<file path="src/rtl/ctr_pkg.sv">
package ctr_pkg;

    typedef enum logic [1:0] {
        OP_HOLD  = 2'd0,
        OP_STEP  = 2'd1,
        OP_LOAD  = 2'd2,
        OP_CLEAR = 2'd3
    } ctr_op_e;

endpackage

</file>
<file path="src/rtl/ctr_op_sel.sv">
module ctr_op_sel
    import ctr_pkg::*;
(
    input  logic    clear_i,
    input  logic    load_i,
    input  logic    cnt_en_i,
    input  logic    carry_en_i,
    output ctr_op_e op_o
);
    // Priority: clear, then load, then counting, else hold.
    always_comb begin
        if (clear_i)                     op_o = OP_CLEAR;
        else if (load_i)                 op_o = OP_LOAD;
        else if (cnt_en_i && carry_en_i) op_o = OP_STEP;
        else                             op_o = OP_HOLD;
    end

    always_comb begin
        if (clear_i) a_clear_first_r3: assert (op_o == OP_CLEAR);
    end
endmodule

</file>
<file path="src/rtl/ctr_toggle_chain.sv">
module ctr_toggle_chain #(
    parameter int WIDTH = 4
) (
    input  logic             run_i,
    input  logic [WIDTH-1:0] q_i,
    output logic [WIDTH-1:0] tog_o
);
    // Each bit toggles when the run condition holds and every lower bit is one.
    for (genvar i = 0; i < WIDTH; i++) begin : g_bit
        if (i == 0) begin : g_lsb
            assign tog_o[i] = run_i;
        end else begin : g_upper
            assign tog_o[i] = tog_o[i-1] & q_i[i-1];
        end
    end
endmodule

</file>
<file path="src/rtl/ctr_carry_out.sv">
module ctr_carry_out #(
    parameter int WIDTH = 4
) (
    input  logic             carry_en_i,
    input  logic [WIDTH-1:0] q_i,
    output logic             carry_o
);
    assign carry_o = carry_en_i & (&q_i);
endmodule

</file>
<file path="src/rtl/ctr_sync_preset.sv">
module ctr_sync_preset
    import ctr_pkg::*;
#(
    parameter int WIDTH = 4
) (
    input  logic             clk,
    input  logic             clear_i,
    input  logic             load_i,
    input  logic [WIDTH-1:0] data_i,
    input  logic             cnt_en_i,
    input  logic             carry_en_i,
    output logic [WIDTH-1:0] count_o,
    output logic             carry_o
);
    localparam logic [WIDTH-1:0] ALL_ONES = {WIDTH{1'b1}};
    localparam logic [WIDTH-1:0] ZERO     = '0;

    typedef struct packed {
        logic [WIDTH-1:0] count;
    } ctr_state_t;

    ctr_state_t       state_d, state_q;
    ctr_op_e          op;
    logic [WIDTH-1:0] tog;

    ctr_op_sel u_op_sel (
        .clear_i    (clear_i),
        .load_i     (load_i),
        .cnt_en_i   (cnt_en_i),
        .carry_en_i (carry_en_i),
        .op_o       (op)
    );

    ctr_toggle_chain #(.WIDTH(WIDTH)) u_chain (
        .run_i (op == OP_STEP),
        .q_i   (state_q.count),
        .tog_o (tog)
    );

    ctr_carry_out #(.WIDTH(WIDTH)) u_carry (
        .carry_en_i (carry_en_i),
        .q_i        (state_q.count),
        .carry_o    (carry_o)
    );

    always_comb begin
        state_d = state_q;
        unique case (op)
            OP_CLEAR: state_d.count = ZERO;
            OP_LOAD:  state_d.count = data_i;
            OP_STEP:  state_d.count = state_q.count ^ tog;
            default:  state_d.count = state_q.count;
        endcase
    end

    always_ff @(posedge clk) begin
        state_q <= state_d;
    end

    assign count_o = state_q.count;

    // Assertion gating: the count is defined only after the first clear.
    logic primed_q = 1'b0;
    always_ff @(posedge clk) begin
        if (clear_i) primed_q <= 1'b1;
    end

    p_clear_zero_r1: assert property (@(posedge clk) disable iff (!primed_q)
        clear_i |=> count_o == ZERO);

    p_load_capture_r2: assert property (@(posedge clk) disable iff (!primed_q)
        (load_i && !clear_i) |=> count_o == $past(data_i));

    p_count_step_r5: assert property (@(posedge clk) disable iff (!primed_q)
        (!clear_i && !load_i && cnt_en_i && carry_en_i)
        |=> count_o == WIDTH'($past(count_o) + 1'b1));

    p_hold_r6: assert property (@(posedge clk) disable iff (!primed_q)
        (!clear_i && !load_i && !(cnt_en_i && carry_en_i)) |=> $stable(count_o));

    p_wrap_r7: assert property (@(posedge clk) disable iff (!primed_q)
        (carry_o && cnt_en_i && !clear_i && !load_i) |=> count_o == ZERO);

    p_carry_hold_r9: assert property (@(posedge clk) disable iff (!primed_q)
        (carry_o && !cnt_en_i && carry_en_i && !clear_i && !load_i)
        |=> (count_o == ALL_ONES));
endmodule

</file>
<file path="config.mk">
export PLATFORM = sky130hd
export DESIGN_NAME = ctr_sync_preset
export DESIGN_NICKNAME = d
export VERILOG_FILES = /design/src/rtl/ctr_pkg.sv /design/src/rtl/ctr_op_sel.sv /design/src/rtl/ctr_toggle_chain.sv /design/src/rtl/ctr_carry_out.sv /design/src/rtl/ctr_sync_preset.sv
export SDC_FILE = /design/constraint.sdc
export NUM_CORES = 1
export LEC_CHECK = 0
export ABC_AREA = 1
export BUFFER_PORTS_ARGS = -buffer_cell sky130_fd_sc_hd__clkbuf_2
export CORE_AREA = 2 2 39 41
export CTS_CLUSTER_DIAMETER = 60
export DETAILED_ROUTE_END_ITERATION = 8
export DIE_AREA = 0 0 41 43
export HOLD_SLACK_MARGIN = 0.1
export SYNTH_ARGS = -nofsm -noshare
export SYNTH_HDL_FRONTEND = slang
export SYNTH_HIERARCHICAL = 1
export SYNTH_SLANG_ARGS = --single-unit
</file>
<file path="constraint.sdc">
create_clock -name clk -period 1.1 [get_ports clk]
set_input_delay 0.11 -clock clk [delete_from_list [all_inputs] [get_ports clk]]
set_output_delay 0.11 -clock clk [all_outputs]
set_load 0.01 [all_outputs]
</file>
# Word level (Yosys, flattened, before mapping)
# Cells that the tools add are included.
# op_classes
n_eq_ne	3
n_mux	4
n_bitwise	5
reduce_logical	3
# ops
operator	n
$pmux 4 s3	1
$and 1x1->1	4
$eq 2x2->1 const B	2
$mux 2	2
$reduce_and 4->1	1
$xor 4x4->4	1
$reduce_bool 3->1	1
$eq 2x1->1 const B	1
$logic_and 1x1->1	1
$mux 1	1
# word_totals
output_inout_bits	5
register_bits	4
elab_cells	16

# Logic depth before layout (Yosys ltp)
# logic_depth
depth_word	10
mapped_depth	10
ltp_nobuf	10

# Cells and area by module
# Netlist, hierarchy kept.
# by_module_without_submodules
mod	instances	cells_per_inst	area_per_inst_um2	seq_area_each_um2
ctr_sync_preset	1	40	300.3	120.1
ctr_toggle_chain	1	7	38.8	0.0
ctr_op_sel	1	5	27.5	0.0
ctr_carry_out	1	3	12.5	0.0

# Worst setup path before layout
# No wires, ideal clock.
# synth_timing
path_kind	input -> register
from	in clear_i
to	reg state_q, in the netlist count_o[3] (data pin)
path_stages	9
t_arrival_ns	0.891
setup_slack_ns	-0.046
t_required_ns	0.844
path_cell_list	inv_1 nand2_1 inv_1 ha_1 nand3_2 nor2_2 nand2_1 nand3_1 a21oi_1
# synth_rtl
element	line	rtl
start: declaration	ctr_sync_preset.sv:7	input logic clear_i,
end signal: assignment	ctr_sync_preset.sv:57	state_q <= state_d;
end: declaration	ctr_sync_preset.sv:22	ctr_state_t state_d, state_q;

# Worst setup path after layout
# layout_timing
from	reg state_q, in the netlist count_o[0]
to	out carry_o
# layout_via
elab_chain_cells	2
# layout_rtl
element	line	rtl
$reduce_and 4->1	ctr_carry_out.sv:8	assign carry_o = carry_en_i & (&q_i);
$and 1x1->1	ctr_carry_out.sv:8	
end: declaration	ctr_sync_preset.sv:13	output logic carry_o
# Every way passes these cells.

==> flow_summary_export.csv <==
group,metric,value,unit
detailed_routing,drtAntennaViolNets,0,
clocking,ctsHoldBuffers,0,
clocking,cts_buffers,3,
yosys,ys_top_cells_by_area,"edfxtp_1 (32%), inv_1 (16%), nand2_1 (15%), ha_1 (13%), nand3_1 (6.6%)",
sta,setup_ws,-0.0836,ns
yosys,ys_seq_area_frac,0.317,
cells_and_area,drive_above_1_share,0.463,
cells_and_area,finalInstanceArea,602,um2
detailed_routing,dr.first_iter.drc_count,3,
global_routing,grt_usage,0.111,
yosys,ys.flop_type,"edfxtp_1",
yosys,synth-edff-count,4,
min_path,min-delay-start,"data_i[0]",
placed_design,place_congestion,0.645,
sta,hold_ws,0.232,ns
detailed_routing,routedWlPerCell,8.47,um
clocking,cts_root_buf,"clkbuf_4",
power_and_ir_drop,p_per_area,871,mW/mm2
detailed_routing,drt_pass1_iterations,2,
critical_path,slowest_delay,0.45,ns
yosys,synth_area,379,um2
min_path,min_path_type,"input port to flip-flop",
critical_path,reg2reg_to,"count_o[3]",
die,die_y,43,um
critical_path,slowest_stage,"edfxtp_1",
critical_path,rrSetupSlack,-0.05,ns
critical_path,cp_data_arrival_time,1.07,ns
global_routing,grt_max_degree,6,
detailed_routing,viasPerCell,4.17,
global_routing,grt_pass1_vias,338,
critical_path,worstRegToRegCells,6,
yosys,yosysMostFrequentCell,"inv_1",
yosys,synth.avg_cell_area,6.89,um2
critical_path,endpoint_kind,"output pin",
critical_path,cp_max_fo,5,
critical_path,criticalPathCategory,"flip-flop to output pin",
power_and_ir_drop,ir_worst_vdd,524,uV
yosys,ys_async_sr_fraction,0,
critical_path,reg2reg_from,"count_o[0]",
placed_design,place_area,522,um2
yosys,ys_ff_latch,4,
detailed_routing,vias,400,
min_path,whs_path_depth,3,
min_path,holdPathEnd,"count_o[0]",
detailed_routing,drc,0,
cells_and_area,nNetsFinal,95,
yosys,synthCells,55,
power_and_ir_drop,p_leak,0.000313,uW
clocking,tritoncts,"yes",
die,core-area,0.00138,mm2
die,initial_core_util,0.274,
cells_and_area,area_delta_synth_final,58.7,%
sta,rsz0062_at_grt,"yes",
placed_design,place_inst,90,
critical_path,cpLargestDelayFamily,"flip-flops",
sta,finalSetupViolCount,3,
critical_path,cp_num_buf_inv,2,
sta,tightest_slew,0.190,ns
clocking,htree_levels,1,
global_routing,grt_pass1_wl,1310,um
placed_design,port_buffers,13,
die,die_area,0.00176,mm2
sta,clock_skew,0.00307,ns
global_routing,overflow,0,
die,rows,14,
sta,drv_slew,0,
sta,hold_violations,0,
outcome,violations,"setup timing",
sta,slew-limit-headroom,0.873,
global_routing,antenna_found_initial,0,
sta,max_clock_freq,845,MHz
clocking,clk_latency,0.24,ns
outcome,outcome,"finished, violations left",
cells_and_area,stdcell_count,96,
die,io_pins,14,
clocking,clk_path_buf_depth,2,
yosys,yosysUniqueCellTypes,12,
die,die_w,41,um
yosys,synth_nets,68,
cells_and_area,nFillCells,150,
yosys,synth.largest_area_cell,"edfxtp_1",
job,cap_viol_max_count,0,
placed_design,place_hpwl,602,um
cells_and_area,largest_reg_flops,4,
critical_path,required,0.99,ns
clocking,cts.sinks,4,
cells_and_area,diodes,0,
power_and_ir_drop,power,524,uW
critical_path,worstPathCellList,"buf_4 > nand2_2 > nor2_1 > clkbuf_2",
critical_path,cp-start-kind,"flip-flop",
sta,min_period,1.18,ns
yosys,yosys.area.top_type_share,0.317,
yosys,synth_top_cells_by_count,"inv_1 (16), nand2_1 (15), nand3_1 (5)",
detailed_routing,wirelength,813,um
clocking,clk_pin_slew,0.04,ns
sta,period_share,1.08,
yosys,ys_warn_count,6,
sta,finalSetupTns,-0.173,ns
==> metrics by stage <==
stage,util,worst slack (ns)
finish,0.435,-0.0836
global route,0.435,-0.146
CTS,0.409,-0.0306
detailed placement,0.377,-0.131
global placement,0.377,-0.0913
floorplan,-,0.0224
==> cell type report <==
class / count / area (um2) / share of cell area
Clock buffer: 3 / 22.5 / 0.0374
Inverter: 17 / 63.8 / 0.106
Multi-Input combinational cell: 33 / 221 / 0.368
Sequential cell: 4 / 120 / 0.200
Tap cell: 16 / 20.0 / 0.0333
Timing Repair Buffer: 23 / 154 / 0.256
==> tightest hold or removal path, cell delays in order <==
cell and delay, ns:
clkbuf_2 0.08, nand2_1 0.05, a21oi_1 0.06
==> kinds of logic after synthesis <==
family | after synthesis | share of synthesized area
compound gates | 4 | 0.0528
fa+ha+maj | 4 | 0.132
buf+inv | 18 | 0.188
flops | 4 | 0.317
simple gates | 25 | 0.310
==> layer usage <==
| metal | global-route usage | part of all wire |
|---|---|---|
| met2 | 0.172 | 0.52 |
| met5 | 0 | 0 |
| met4 | 0.0800 | 0.021 |
| met3 | 0.0157 | 0.034 |
| met1 | 0.132 | 0.42 |
==> report_power, final <==
group	switching [uW]	internal [uW]	total (uW)
registers	15.0	183	198
logic	68.4	76.3	145
clock network	59.1	122	181
==> repair_timing <==
action | 4_1_cts | 5_1_grt
resized for setup | 2 | 7
endpoints found under the hold margin | 0 | 0
setup endpoints to repair | 3 | 6
pin swaps | 1 | 3
setup buffers | 2 | 1
==> layout by cell type (no fill, tap or decap) <==
master    Yosys  layout
a21oi_1       4       3
a21oi_2       0       1
buf_4         1       8
buf_6         0       3
clkbuf_2      0      12
clkbuf_4      0       3
edfxtp_1      4       4
ha_1          4       3
ha_4          0       1
inv_1        16      15
inv_2         1       2
nand2_1      15      14
nand2_2       1       2
nand3_1       5       3
nand3_2       2       4
nor2_1        1       1
nor2_4        0       1
==> worst max path at each step <==
| stage | startpoint | endpoint | slack [ns] | cells past startpoint |
|---|---|---|---|---|
| 2_1_floorplan | count_o[0] | count_o[3] | 0.02 | 5 |
| 3_3_place_gp | load_i | count_o[3] | -0.09 | 10 |
| 3_5_place_dp | load_i | count_o[3] | -0.13 | 10 |
| 4_1_cts | count_o[1] | carry_o | -0.03 | 4 |
| 5_1_grt | count_o[0] | count_o[3] | -0.15 | 5 |
| 6_report | count_o[0] | carry_o | -0.08 | 4 |
No activity file was read; power rests on OpenSTA's default activity.
